### config.mk
export PLATFORM = sky130hd
export DESIGN_NAME = atom_rmw_unit
export DESIGN_NICKNAME = d
export VERILOG_FILES = /design/src/rtl/atom_rmw_pkg.sv /design/src/rtl/atom_decode.sv /design/src/rtl/atom_alu.sv /design/src/rtl/atom_seq.sv /design/src/rtl/atom_rmw_unit.sv
export SDC_FILE = /design/constraint.sdc
export NUM_CORES = 1
export LEC_CHECK = 0
export CAP_MARGIN = 5
export CORE_MARGIN = 1.5
export CORE_UTILIZATION = 30
export DETAILED_ROUTE_END_ITERATION = 8
export SLEW_MARGIN = 20
export SYNTH_ARGS = -nofsm -noshare
export SYNTH_HDL_FRONTEND = slang
export SYNTH_SLANG_ARGS = --single-unit
### constraint.sdc
create_clock -name clk -period 4.14 [get_ports clk]
set_input_delay 0.414 -clock clk [delete_from_list [all_inputs] [get_ports clk]]
set_output_delay 0.414 -clock clk [all_outputs]
set_load 0.02 [all_outputs]
### src/rtl/atom_rmw_pkg.sv
package atom_rmw_pkg;

   localparam logic [7:0] OPC_ATOM_W  = 8'hc3;
   localparam logic [7:0] OPC_ATOM_DW = 8'hdb;

   localparam logic [7:0] IMM_ADD  = 8'h00;
   localparam logic [7:0] IMM_OR   = 8'h40;
   localparam logic [7:0] IMM_AND  = 8'h50;
   localparam logic [7:0] IMM_XOR  = 8'ha0;
   localparam logic [7:0] IMM_XCHG = 8'he1;
   localparam logic [7:0] IMM_CMPX = 8'hf1;

   typedef enum logic [2:0] {
      AOP_ADD, AOP_OR, AOP_AND, AOP_XOR, AOP_XCHG, AOP_CMPX
   } aop_e;

   typedef struct packed {
      logic legal;
      logic word;
      logic fetch;
      aop_e op;
   } adec_t;

   typedef enum logic [2:0] {
      SQ_IDLE, SQ_READ, SQ_MODIFY, SQ_WRITE, SQ_DONE
   } seq_state_e;

endpackage

### src/rtl/atom_decode.sv
module atom_decode
   import atom_rmw_pkg::*;
#(
   parameter int IMM_W = 32
) (
   input  logic [7:0]       opcode,
   input  logic [IMM_W-1:0] imm,
   output adec_t            dec
);

   if (IMM_W < 8) begin : g_bad_imm
      $error("atom_decode: IMM_W must be at least 8");
   end

   logic opc_ok;
   logic imm_ok;
   logic upper_clear;

   if (IMM_W > 8) begin : g_upper
      assign upper_clear = (imm[IMM_W-1:8] == '0);
   end else begin : g_no_upper
      assign upper_clear = 1'b1;
   end

   always_comb begin
      dec       = '0;
      dec.op    = AOP_ADD;
      opc_ok    = 1'b0;
      imm_ok    = upper_clear;
      dec.fetch = imm[0];
      unique case (opcode)
         OPC_ATOM_W:  begin opc_ok = 1'b1; dec.word = 1'b1; end
         OPC_ATOM_DW: begin opc_ok = 1'b1; dec.word = 1'b0; end
         default:     opc_ok = 1'b0;
      endcase
      case (imm[7:0])
         IMM_ADD,  IMM_ADD  | 8'h01: dec.op = AOP_ADD;
         IMM_OR,   IMM_OR   | 8'h01: dec.op = AOP_OR;
         IMM_AND,  IMM_AND  | 8'h01: dec.op = AOP_AND;
         IMM_XOR,  IMM_XOR  | 8'h01: dec.op = AOP_XOR;
         IMM_XCHG:                   dec.op = AOP_XCHG;
         IMM_CMPX:                   dec.op = AOP_CMPX;
         default:                    imm_ok = 1'b0;
      endcase
      dec.legal = opc_ok && imm_ok;
   end

endmodule

### src/rtl/atom_alu.sv
module atom_alu
   import atom_rmw_pkg::*;
#(
   parameter int DATA_W = 64,
   parameter int WORD_W = 32
) (
   input  aop_e              op,
   input  logic              word,
   input  logic [DATA_W-1:0] old_val,
   input  logic [DATA_W-1:0] src_val,
   input  logic [DATA_W-1:0] cmp_val,
   output logic [DATA_W-1:0] new_val,
   output logic [DATA_W-1:0] old_ext,
   output logic              do_write
);

   localparam int HI_W = DATA_W - WORD_W;

   if (HI_W <= 0) begin : g_bad_width
      $error("atom_alu: DATA_W must exceed WORD_W");
   end

   function automatic logic [DATA_W-1:0] fit(input logic w, input logic [DATA_W-1:0] v);
      return w ? {{HI_W{1'b0}}, v[WORD_W-1:0]} : v;
   endfunction

   logic [DATA_W-1:0] a, b, c, raw;

   always_comb begin
      a = fit(word, old_val);
      b = fit(word, src_val);
      c = fit(word, cmp_val);
      unique case (op)
         AOP_ADD:  raw = a + b;
         AOP_OR:   raw = a | b;
         AOP_AND:  raw = a & b;
         AOP_XOR:  raw = a ^ b;
         default:  raw = b;
      endcase
      new_val  = fit(word, raw);
      old_ext  = a;
      do_write = (op != AOP_CMPX) || (a == c);
   end

endmodule

### src/rtl/atom_seq.sv
module atom_seq
   import atom_rmw_pkg::*;
(
   input  logic clk,
   input  logic rst_n,
   input  logic start,
   input  logic legal,
   input  logic do_write,
   input  logic mem_ack,
   output logic busy,
   output logic lock,
   output logic mem_rd,
   output logic mem_wr,
   output logic cap_req,
   output logic cap_old,
   output logic done
);

   seq_state_e state, nxt;

   always_comb begin
      nxt = state;
      unique case (state)
         SQ_IDLE:   if (start) nxt = legal ? SQ_READ : SQ_DONE;
         SQ_READ:   if (mem_ack) nxt = SQ_MODIFY;
         SQ_MODIFY: nxt = do_write ? SQ_WRITE : SQ_DONE;
         SQ_WRITE:  if (mem_ack) nxt = SQ_DONE;
         default:   nxt = SQ_IDLE;
      endcase
   end

   always_ff @(posedge clk) begin
      if (!rst_n) state <= SQ_IDLE;
      else        state <= nxt;
   end

   assign busy    = (state != SQ_IDLE);
   assign mem_rd  = (state == SQ_READ);
   assign mem_wr  = (state == SQ_WRITE);
   assign lock    = (state == SQ_READ) || (state == SQ_MODIFY) || (state == SQ_WRITE);
   assign done    = (state == SQ_DONE);
   assign cap_req = (state == SQ_IDLE) && start;
   assign cap_old = (state == SQ_READ) && mem_ack;

   assert_req_locked_R9: assert property (@(posedge clk) disable iff (!rst_n)
      (mem_rd || mem_wr) |-> lock);
   assert_rd_wr_excl_R9: assert property (@(posedge clk) disable iff (!rst_n)
      !(mem_rd && mem_wr));
   assert_rd_hold_R9: assert property (@(posedge clk) disable iff (!rst_n)
      (mem_rd && !mem_ack) |=> mem_rd);
   assert_wr_hold_R9: assert property (@(posedge clk) disable iff (!rst_n)
      (mem_wr && !mem_ack) |=> mem_wr);
   assert_lock_gap_R9: assert property (@(posedge clk) disable iff (!rst_n)
      (lock && !done) |=> (lock || done));

endmodule

### src/rtl/atom_rmw_unit.sv
module atom_rmw_unit
   import atom_rmw_pkg::*;
#(
   parameter int ADDR_W = 64,
   parameter int DATA_W = 64,
   parameter int WORD_W = 32,
   parameter int OFF_W  = 16,
   parameter int IMM_W  = 32
) (
   input  logic              clk,
   input  logic              rst_n,
   input  logic              start,
   input  logic [7:0]        opcode,
   input  logic [IMM_W-1:0]  imm,
   input  logic [ADDR_W-1:0] base,
   input  logic [OFF_W-1:0]  offset,
   input  logic [DATA_W-1:0] src_val,
   input  logic [DATA_W-1:0] r0_val,
   output logic              busy,
   output logic              done,
   output logic              illegal,
   output logic              wb_en,
   output logic              wb_to_r0,
   output logic [DATA_W-1:0] wb_data,
   output logic              lock,
   output logic              mem_rd,
   output logic              mem_wr,
   output logic              mem_word,
   output logic [ADDR_W-1:0] mem_addr,
   output logic [DATA_W-1:0] mem_wdata,
   input  logic [DATA_W-1:0] mem_rdata,
   input  logic              mem_ack
);

   localparam int HI_W = DATA_W - WORD_W;

   if (DATA_W != 2 * WORD_W) begin : g_bad_data
      $error("atom_rmw_unit: DATA_W must be twice WORD_W");
   end
   if (OFF_W < 2 || ADDR_W < 8) begin : g_bad_addr
      $error("atom_rmw_unit: address or offset width too small");
   end

   logic [ADDR_W-1:0] off_ext;
   if (OFF_W < ADDR_W) begin : g_sext
      assign off_ext = {{(ADDR_W-OFF_W){offset[OFF_W-1]}}, offset};
   end else begin : g_trunc
      assign off_ext = offset[ADDR_W-1:0];
   end

   adec_t             dec, dec_q;
   logic [ADDR_W-1:0] addr_q;
   logic [DATA_W-1:0] src_q, r0_q, old_q;
   logic [DATA_W-1:0] new_val, old_ext;
   logic              do_write, cap_req, cap_old;

   atom_decode #(.IMM_W(IMM_W)) u_decode (
      .opcode (opcode),
      .imm    (imm),
      .dec    (dec)
   );

   always_ff @(posedge clk) begin
      if (!rst_n) begin
         dec_q  <= '0;
         addr_q <= '0;
         src_q  <= '0;
         r0_q   <= '0;
         old_q  <= '0;
      end else begin
         if (cap_req) begin
            dec_q  <= dec;
            addr_q <= base + off_ext;
            src_q  <= src_val;
            r0_q   <= r0_val;
         end
         if (cap_old) old_q <= mem_rdata;
      end
   end

   atom_alu #(.DATA_W(DATA_W), .WORD_W(WORD_W)) u_alu (
      .op       (dec_q.op),
      .word     (dec_q.word),
      .old_val  (old_q),
      .src_val  (src_q),
      .cmp_val  (r0_q),
      .new_val  (new_val),
      .old_ext  (old_ext),
      .do_write (do_write)
   );

   atom_seq u_seq (
      .clk      (clk),
      .rst_n    (rst_n),
      .start    (start),
      .legal    (dec.legal),
      .do_write (do_write),
      .mem_ack  (mem_ack),
      .busy     (busy),
      .lock     (lock),
      .mem_rd   (mem_rd),
      .mem_wr   (mem_wr),
      .cap_req  (cap_req),
      .cap_old  (cap_old),
      .done     (done)
   );

   assign mem_addr  = addr_q;
   assign mem_word  = dec_q.word;
   assign mem_wdata = new_val;
   assign illegal   = done && !dec_q.legal;
   assign wb_en     = done && dec_q.legal && dec_q.fetch;
   assign wb_to_r0  = (dec_q.op == AOP_CMPX);
   assign wb_data   = old_ext;

   assert_access_legal_R1: assert property (@(posedge clk) disable iff (!rst_n)
      (mem_rd || mem_wr) |-> dec_q.legal);
   assert_done_pulse_R10: assert property (@(posedge clk) disable iff (!rst_n)
      done |=> !done);
   assert_word_zext_R8: assert property (@(posedge clk) disable iff (!rst_n)
      (wb_en && mem_word) |-> (wb_data[DATA_W-1:WORD_W] == {HI_W{1'b0}}));
   assert_word_wdata_R8: assert property (@(posedge clk) disable iff (!rst_n)
      (mem_wr && mem_word) |-> (mem_wdata[DATA_W-1:WORD_W] == {HI_W{1'b0}}));
   assert_cmpx_match_R7: assert property (@(posedge clk) disable iff (!rst_n)
      (mem_wr && dec_q.op == AOP_CMPX) |-> (old_q[WORD_W-1:0] == r0_q[WORD_W-1:0]));
   assert_req_stable_R3: assert property (@(posedge clk) disable iff (!rst_n)
      (lock && $past(lock)) |-> $stable(mem_addr));

endmodule

-- Word level (Yosys, flattened, before mapping)
Index checks and enable logic that the tools add are counted.
Widths: inputs -> output; s select.
- bits in registers: 265
- latch bits: 0
- memory bits (writable): 0
- bits in read-only memories: 0
- input bits: 316
- memories kept: 0
- add/sub/neg operators: 2
- multipliers: 0
- divide/modulo/power cells: 0
- magnitude comparators: 0
- equal/unequal tests: 24
- shift-type cells: 0
- multiplexer cells: 15
- bitwise operators: 3
- reductions and logical operators: 21
- operators with widths (operator ; number):
    $mux 64 ; 4
    $pmux 64 s4 ; 1
    $add 64x64->64 ; 2
    $and 64x64->64 ; 1
    $eq 64x64->1 ; 1
    $or 64x64->64 ; 1
    $xor 64x64->64 ; 1
    $eq 8x8->1 const B ; 6
    $eq 8x7->1 const B ; 4
    $logic_not 24->1 ; 1
    $mux 3 ; 5
    $pmux 3 s5 ; 1
    $eq 3x2->1 const B ; 4
    $pmux 3 s4 ; 1
    $reduce_or 10->1 ; 1
    $eq 8x1->1 const B ; 1
    $logic_not 8->1 ; 1
    $reduce_or 2->1 ; 4
    $eq 3x1->1 const B ; 2
    $eq 3x3->1 const B ; 2
    $logic_and 1x1->1 ; 6
    $logic_not 3->1 ; 2
    $ne 2x1->1 const B ; 2
    $logic_or 1x1->1 ; 3
    6 further kinds ; 8

-- Depth between registers and ports, before layout
Gate-level depths: netlist of the first run.
- depth in word-level cells: 7
- depth in mapped cells: 20

-- Hierarchy
From an unflattened synthesis of the first run, not the netlist that was laid out.
- cells, all modules: 2799
- area, all modules: 21799.7 um^2
- modules (own cells, without submodules) (module ; instances ; cells an instance ; area an instance (um^2) ; sequential area each (um^2)):
    atom_rmw_unit ; 1 ; 1374 ; 12562.0 ; 5245.0
    atom_alu ; 1 ; 1367 ; 8782.2 ; 0.0
    atom_seq ; 1 ; 26 ; 241.5 ; 60.1
    atom_decode ; 1 ; 32 ; 214.0 ; 0.0

-- Worst setup path after synthesis of the first run
OpenSTA, ideal clock, no wires.
- kind: reg2out
- from: register dec_q (netlist bit mem_word)
- to: output mem_wdata[40]
- arrival time: 4.541 ns
- data required time: 3.726 ns
- path slack: -0.815 ns
- cell stages (with the launch flop): 17
- buffers on the path: 5
- cells stage by stage: dfxtp_1 > buf_2 > buf_2 > inv_1 > clkbuf_1 > clkbuf_1 > buf_1 > nand2_1 > ha_1 > nand2_1 > or3_1 > a31oi_1 > nor2_1 > o21ai_1 > mux2i_1 > a21oi_1 > a2111oi_0
- cells in the longest elaborated chain, start to end: 4
- elaborated cells between the ends (all ways): 8
- those cells by class: add/sub (1); mux (4); bitwise (3)
- RTL lines (element ; RTL line ; source):
    from (decl) ; atom_rmw_unit.sv:51 ; adec_t dec, dec_q;
    from (signal assigned) ; atom_rmw_unit.sv:65 ; dec_q <= '0;
    from (signal assigned) ; atom_rmw_unit.sv:72 ; dec_q <= dec;
    $mux 64 ; atom_alu.sv:24 ; return w ? {{HI_W{1'b0}}, v[WORD_W-1:0]} : v;
    $add 64x64->64, or another cell as far along ; atom_alu.sv:34 ; AOP_ADD: raw = a + b;
    $pmux 64 s4 ; atom_alu.sv:33 ; unique case (op)
    $mux 64 (*) ; atom_alu.sv:24 ;
    to (decl) ; atom_rmw_unit.sv:30 ; output logic [DATA_W-1:0] mem_wdata,
Mark *: on every way between the ends. The rest lies on a longest branch, timed or not.

-- Final worst setup path of the first run
- from: register src_q[10]
- to: output mem_wdata[53]
- cells in the longest elaborated chain, start to end: 4
- RTL lines (element ; RTL line ; source):
    from (decl) ; atom_rmw_unit.sv:53 ; logic [DATA_W-1:0] src_q, r0_q, old_q;
    from (signal assigned) ; atom_rmw_unit.sv:74 ; src_q <= src_val;
    $mux 64 ; atom_alu.sv:24 ;
    $add 64x64->64 ; atom_alu.sv:34 ;
    $pmux 64 s4 ; atom_alu.sv:33 ;
    $mux 64 ; atom_alu.sv:24 ;
No other way between the ends.

==> flow_metrics.tcl, run 1 <==
set metrics [dict create \
    route.detailed.drc 0 \
    post-route-min-period_ns 4.344 \
    setup_repair_after_global_routing_missed_its_margin "true" \
    min_period_over_period_pct 104.9 \
    multi_input_area_mm2 0.01547 \
    fraction_of_synthesized_cell_area_taken_by_the_top_area_cell_type_pct 24.53 \
    path_class "register to primary output" \
    power_frac_seq_pct 33.3 \
    post-synth-top-area-cell "dfxtp_1" \
    postSynthCellCount 3027 \
    static_leakage_power_uw 0.01331 \
    timing.critical_path.slowest_cell_delay_ns 0.45 \
    async_reset_ff_share_pct 0 \
    avgSynthCellArea_um2 7.144 \
    regToRegStartpoint "old_q[32]$_SDFFE_PN0P_" \
    root_buffer "clkbuf_16" \
    yosysSeqAreaShare_pct 24.53 \
    synth_enable_flop_cells 0 \
    cts-hold-fix-buffers 0 \
    power_uw 8410 \
    syn_area_mm2 0.02162 \
    worst_setup_ep_type "primary output" \
    synthesis.nets 3506 \
    setup_ws_ns -0.2044 \
    cts.sinks 265 \
    hpwl_um 75030 \
    power.share.switching_pct 30.40 \
    worst_setup_path_start_kind "register" \
    floorplan.core_area_mm2 0.07136 \
    floorplan.die_area_mm2 0.07370 \
    r2r-end "u_seq.state[2]$_SDFFE_PN0P_" \
    fp-row-count 98 \
    first_pass_iters 6 \
    yosys_register_bits 265 \
    path_clk_slew_ns 0.06 \
    routed_wl_um 96390 \
    yosys_warnings 0 \
    place.gp.congestion 0.9780 \
    yosys-top-cells-area "dfxtp_1 25%, nand2_1 11%, ha_1 9.3%" \
    timing.final.hold_violations 0 \
    fill_cells 7211 \
    netSwitchingPower_uw 2556 \
    num_io_pins 517 \
    rr_worst_depth 10 \
    netlist-cell-type-count 92 \
    timing.critical_path.mode_cell "buf_4" \
    detail_route.iter0.violations 1800 \
    max-cap-violations 0 \
    die_width_um 271.5 \
    fmax_mhz 230.2 \
    drt-wirelength-per-cell_um 20.51 \
    sequential_cell_area_mm2 0.005336 \
    synth-main-ff-cell "dfxtp_1" \
    run_status "finished with violations" \
    cts_tree "yes" \
    grt.total_usage_pct 25.07 \
    critPathArrivalTime_ns 3.93 \
    timing.critical_path.to "mem_wdata[53]" \
    violations_in_the_final_reports "negative setup slack" \
    vdd_drop_max_mv 0.2469 \
    vias 24250 \
    final_layout_size_suffix_gt1_share_pct 17.84 \
    floorplan.die.height_um 271.5 \
    initial_core_util_pct 30.30 \
    crit_path_start "src_q[10]$_SDFFE_PN0P_" \
    clock_insertion_delay_worst_skew_ns 0.56 \
    cts-root-to-sink-buffers 3 \
    timing.hold.worst.class "primary input to register" \
    number_of_h_tree_levels 2 \
    ff_to_ff_setup_slack_ns 1.23 \
    drv_slew 0 \
    cp_cell_sequence "inv_1, ha_4, buf_4, nand2_1, o21a_2, buf_4, a211oi_4, o21ai_2, buf_4, o21ai_4, a31oi_4, buf_6, xnor2_1, mux4_2, a22o_1, buf_6" \
    grt_first_pass_wirelength_um 143200 \
    grt_pass1_vias 23330 \
    net_count_reported_at_finish 4194 \
    synthToLayoutAreaGrowth_pct 47.96 \
    skew_ns 0.01636 \
    worstPathRequired_ns 3.73 \
    io_buffers 516 \
    power_dens_cells_mw_per_mm2 262.8 \
    setup_violations 23 \
    ant_nets 0 \
    antenna_found_initial 34 \
    p_int_uw 5853 \
    grt-ovfl-total 0 \
    slowest_stage_cell_cp "mux4_2" \
    worst-slew-pin-transition_ns 0.9838 \
    share_clk_of_total_power_pct 40.6 \
    vias_per_cell 5.161 \
    power.combinational.fraction_pct 26.1 \
    pin_count_of_the_biggest_net_entering_global_routing 119 \
    min_hold_slack_ns 0.3523 \
    timing.max_slew.rel_slack_pct 34.18 \
    tritoncts.num_buffers 37 \
    crit_fanout 4 \
]
## Yosys cell counts (22+ instances only)
library cell and n:
a211oi_1 22, a21boi_0 27, a21o_1 48, a21oi_1 367, a31oi_1 23, and2_1 48
buf_2 22, buf_4 33, clkbuf_1 157, dfxtp_1 265, ha_1 161, inv_1 184
mux2i_1 49, nand2_1 641, nand2b_1 22, nand3_1 41, nand4_1 43, nor2_1 140
nor2b_1 31, nor3_1 34, nor4_1 26, o21ai_0 156, o21bai_1 30, xnor2_1 112
xor2_1 69
## repair_timing
item | CTS | global route
pin swaps | 73 | 65
setup endpoints to repair | 53 | 49
gates resized for setup | 325 | 134
buffers inserted | 17 | 16
## routing by layer
metal  share of wire (%)  global-route usage, %  vias to the layer above
met2                  45                  40.43                      840
met3                 7.6                  6.059                      193
li1                    -                      -                    11830
met5                0.30                      0                        -
met1                  43                  32.27                    11350
met4                 3.4                  9.298                       44
## through the flow
stage               setup WS (ns)  TNS, ns  instances  instance area [um^2]  utilization [%]
floorplan                 0.01496        0       3027                 21660                -
finish                    -0.2044   -1.757       4699                 32000            44.83
global route              -0.3029   -5.337       4697                 31990            44.83
CTS                       -0.2380   -2.163       4674                 31530            44.18
global placement          -0.4186   -5.370       4597                 29630            41.52
detailed placement        -0.4784   -6.467       4597                 29630            41.52
## kinds of logic (layout without fill, tap and decap cells)
group | Yosys count | count (layout) | synth area share [%]
AOI/OAI and AO/OA | 852 | 852 | 24.39
xor gates and xnor gates | 181 | 181 | 7.331
adders and majority gates | 164 | 164 | 9.547
buffers and inverters | 411 | 1122 | 7.840
DFF | 265 | 265 | 24.53
muxes | 69 | 69 | 4.143
other | 0 | 11 | 0
and+or+nand+nor | 1085 | 1085 | 22.21
## state kept, by name (all words and copies together) (netlist names)
name / flops
mem_addr: 64
r0_q: 64
dec_q: 5
u_seq.state: 3
src_q: 64
mem_word: 1
old_q: 64
## cell type report
type | count | area share [%]
Tap cell | 950 | 3.715
Clock buffer | 48 | 3.312
Antenna cell | 11 | 0.08603
Multi-Input combinational cell | 2351 | 48.36
Clock inverter | 14 | 0.6491
Inverter | 185 | 2.186
Timing Repair Buffer | 875 | 25.02
Sequential cell | 265 | 16.68
## power by group through the flow
stage	clock, uW	sequential [uW]	combinational (uW)
2_1_floorplan	0	2900	1060
6_report	3410	2800	2200
5_1_grt	3590	2810	2380
3_5_place_dp	0	2850	2160
3_3_place_gp	0	2850	2160
4_1_cts	3510	2790	2180
## worst min path at each step
stage | startpoint | endpoint | slack [ns] | cells after the start
finish | rst_n | mem_addr[49]$_SDFFE_PN0P_ | 0.35 | 2
global route | rst_n | mem_addr[49]$_SDFFE_PN0P_ | 0.36 | 2
CTS | rst_n | mem_addr[49]$_SDFFE_PN0P_ | 0.31 | 2
detailed placement | mem_addr[57]$_SDFFE_PN0P_ | mem_addr[57]$_SDFFE_PN0P_ | 0.45 | 2
global placement | mem_addr[10]$_SDFFE_PN0P_ | mem_addr[10]$_SDFFE_PN0P_ | 0.45 | 2
floorplan | src_q[48]$_SDFFE_PN0P_ | src_q[48]$_SDFFE_PN0P_ | 0.44 | 2
## critical path, delay by kind of cell, from the launching register on
family	cells	cell delay [ns]
muxes	1	0.45
xor gates and xnor gates	1	0.11
adders and majority gates	1	0.29
DFF	1	0.33
and+or+nand+nor	1	0.05
AOI/OAI and AO/OA	6	1.34
buffers and inverters	6	0.80
## cells in the final DEF, fill, tap and decap left out, types with 17 or more instances in the layout
cell type,instances
buf_4,339
a21oi_1,348
o21ai_1,17
nor4_1,25
nand2b_1,22
nor2_1,134
clkbuf_16,39
nand4_1,43
o21ai_0,135
a21oi_2,19
mux2i_1,49
and2_1,47
ha_1,141
xnor2_1,108
a31oi_1,20
inv_1,172
nand3_1,38
dfxtp_2,19
nand2_1,635
a21o_1,48
buf_6,42
o21bai_1,27
a21boi_0,26
dfxtp_1,244
nor2b_1,28
xor2_1,69
o211ai_1,18
clkdlybuf4s50_1,461
nor3_1,30
No activity file was read; power rests on OpenSTA's default activity.
==> run 2: changes to the inputs <==
--- a/config.mk
+++ b/config.mk
@@ -9,6 +9,8 @@
 export CORE_MARGIN = 1.5
 export CORE_UTILIZATION = 30
 export DETAILED_ROUTE_END_ITERATION = 8
+export PLACE_DENSITY = 0.67
+export SETUP_SLACK_MARGIN = 0.15
 export SLEW_MARGIN = 20
 export SYNTH_ARGS = -nofsm -noshare
 export SYNTH_HDL_FRONTEND = slang
==> flow_metrics.tcl, run 2 (synthesis gave the netlist of run 1 again) <==
set metrics [dict create \
    netSwitchingPower_uw 2603 \
    p_int_uw 5737 \
    layout.cells.most_common_list "631 x nand2_1, 460 x clkdlybuf4s50_1, 345 x buf_4, 340 x a21oi_1, 239 x dfxtp_1" \
    path_delay_family "compound AO/OA/AOI/OAI gates" \
    power.share.switching_pct 31.21 \
    drt-wirelength-per-cell_um 20.44 \
    drv_slew 0 \
    worst_setup_path_start_kind "register" \
    detailed_place.area_mm2 0.02960 \
    grt.total_usage_pct 24.90 \
    pre_cts_ws_ns -0.4841 \
    power_frac_seq_pct 33.6 \
    min_period_over_period_pct 105.9 \
    routed_wl_um 95980 \
    cts_tree "yes" \
    stdcell_area_mm2 0.03222 \
    cts-hold-fix-buffers 0 \
    worstPathRequired_ns 3.73 \
    setup_ws_ns -0.2460 \
    setup_repair_after_global_routing_missed_its_margin "true" \
    timing.final.hold_violations 0 \
    number_of_h_tree_levels 2 \
    vdd_drop_max_mv 0.2149 \
    rr_worst_depth 10 \
    io_buffers 516 \
    min_hold_slack_ns 0.3999 \
    slowest_stage_cell_cp "a2111oi_4" \
    timing.hold.worst.class "primary input to register" \
    cts-root-to-sink-buffers 3 \
    layout_commonest_cell "nand2_1" \
    worst-slew-pin-transition_ns 0.8885 \
    violations_in_the_final_reports "negative setup slack" \
    post-route-min-period_ns 4.386 \
    critPathArrivalTime_ns 3.97 \
    post_layout_nonfiller_instances 4696 \
    hpwl_um 73630 \
    power_dens_cells_mw_per_mm2 258.8 \
    max-cap-violations 0 \
    path_class "register to primary output" \
    vias_per_cell 5.193 \
    synthToLayoutAreaGrowth_pct 49.01 \
    clock_insertion_delay_worst_skew_ns 0.56 \
    pin_count_of_the_biggest_net_entering_global_routing 103 \
    fill_cells 7125 \
    fmax_mhz 228.0 \
    timing.max_slew.rel_slack_pct 40.56 \
    final_core_utilization_pct 45.15 \
    run_status "finished with violations" \
    timing.critical_path.slowest_cell_delay_ns 0.45 \
    static_leakage_power_uw 0.01335 \
    fp-row-count 98 \
    grt-ovfl-total 0 \
    crit_fanout 3 \
    placed_cells 4593 \
    setup_violations 24 \
    worst_setup_ep_type "primary output" \
    share_clk_of_total_power_pct 40.1 \
    critical_path_depth 16 \
    initial_core_util_pct 30.30 \
    ant_nets 0 \
    first_pass_iters 7 \
    final_layout_size_suffix_gt1_share_pct 19.38 \
    floorplan.core_area_mm2 0.07136 \
    cp_cell_sequence "inv_2, ha_4, buf_4, o21ai_0, a21oi_1, o211ai_2, buf_6, a2111oi_4, nor3_2, o31a_1, nor4b_2, nor2_2, or4_4, nand3_2, nor3_2, buf_4" \
    vias 24390 \
    floorplan.die.height_um 271.5 \
    tritoncts.num_buffers 37 \
    num_io_pins 517 \
    antenna_found_initial 29 \
    place.gp.congestion 0.9593 \
    crit_buf_inv 4 \
    cts.sinks 265 \
    net_count_reported_at_finish 4196 \
    grt_pass1_vias 23470 \
    route.detailed.drc 0 \
    floorplan.die_area_mm2 0.07370 \
    skew_ns 0.02138 \
    detail_route.iter0.violations 1958 \
    grt_first_pass_wirelength_um 142200 \
    root_buffer "clkbuf_16" \
    die_width_um 271.5 \
    path_clk_slew_ns 0.06 \
    power.combinational.fraction_pct 26.4 \
    timing.hold.worst_path_depth 3 \
]
==> run 2: worst reg2reg max path: stages, from the launching register on <==
cell and delay, ns:
dfxtp_2 0.32, buf_4 0.14, xnor2_1 0.39, nand4_1 0.20, nor4_1 0.43, a21oi_1 0.23
or3_1 0.45, a21oi_1 0.20, nand2b_1 0.12, o31ai_1 0.06, and3_1 0.20
==> run 2: power by group through the flow <==
stage / Clock [uW] / Combinational [uW] / Sequential (uW)
floorplan: 0 / 1060 / 2900
global placement: 0 / 2130 / 2850
detailed placement: 0 / 2140 / 2850
CTS: 3420 / 2170 / 2800
global route: 3500 / 2380 / 2810
finish: 3340 / 2200 / 2800
==> run 2: layout make-up <==
type                    instances  area [um^2]  area share, %
diodes                          5        12.51        0.03883
clock buffers                  45         1006          3.122
clock inverters                18        230.2         0.7145
inverters                     185        701.9          2.178
multi-input cells            2351        15720          48.77
flip-flops and latches        265         5343          16.58
well taps                     950         1189          3.689
repair buffers                877         8024          24.90
==> run 2: metal layers <==
| layer | wire (um) | GRT usage, % |
|---|---|---|
| met5 | 252 | 0 |
| met3 | 7862 | 5.617 |
| met1 | 40620 | 32.05 |
| met2 | 44400 | 41.14 |
| met4 | 2846 | 7.792 |
==> run 2: stage by stage <==
stage	TNS (ns)	power [uW]
3_5_place_dp	-4.827	4988
5_1_grt	-6.966	8699
3_3_place_gp	-4.115	4980
4_1_cts	-1.487	8391
2_1_floorplan	0	3963
6_report	-2.887	8340
==> run 2: final timing paths <==
kind,start,endpoint,slack (ns)
max,src_q[5]$_SDFFE_PN0P_,mem_wdata[45],-0.25
min,src_val[11],src_q[11]$_SDFFE_PN0P_,0.40
max reg2reg,old_q[32]$_SDFFE_PN0P_,u_seq.state[2]$_SDFFE_PN0P_,1.28
min reg2reg,r0_q[2]$_SDFFE_PN0P_,r0_q[2]$_SDFFE_PN0P_,0.46
==> run 2: what timing repair did <==
item	CTS	global route
gates resized for setup	422	114
buffers inserted	24	10
endpoints found under the setup margin	54	54
pin swaps	85	64
gates cloned	1	0
==> run 3: changes to the inputs <==
--- a/config.mk
+++ b/config.mk
@@ -5,7 +5,7 @@
 export SDC_FILE = /design/constraint.sdc
 export NUM_CORES = 1
 export LEC_CHECK = 0
-export CAP_MARGIN = 5
+export CAP_MARGIN = 20
 export CORE_MARGIN = 1.5
 export CORE_UTILIZATION = 30
 export DETAILED_ROUTE_END_ITERATION = 8
==> results of run 3 <==
Final layout, timing and power as in run 2 (identical DEF).
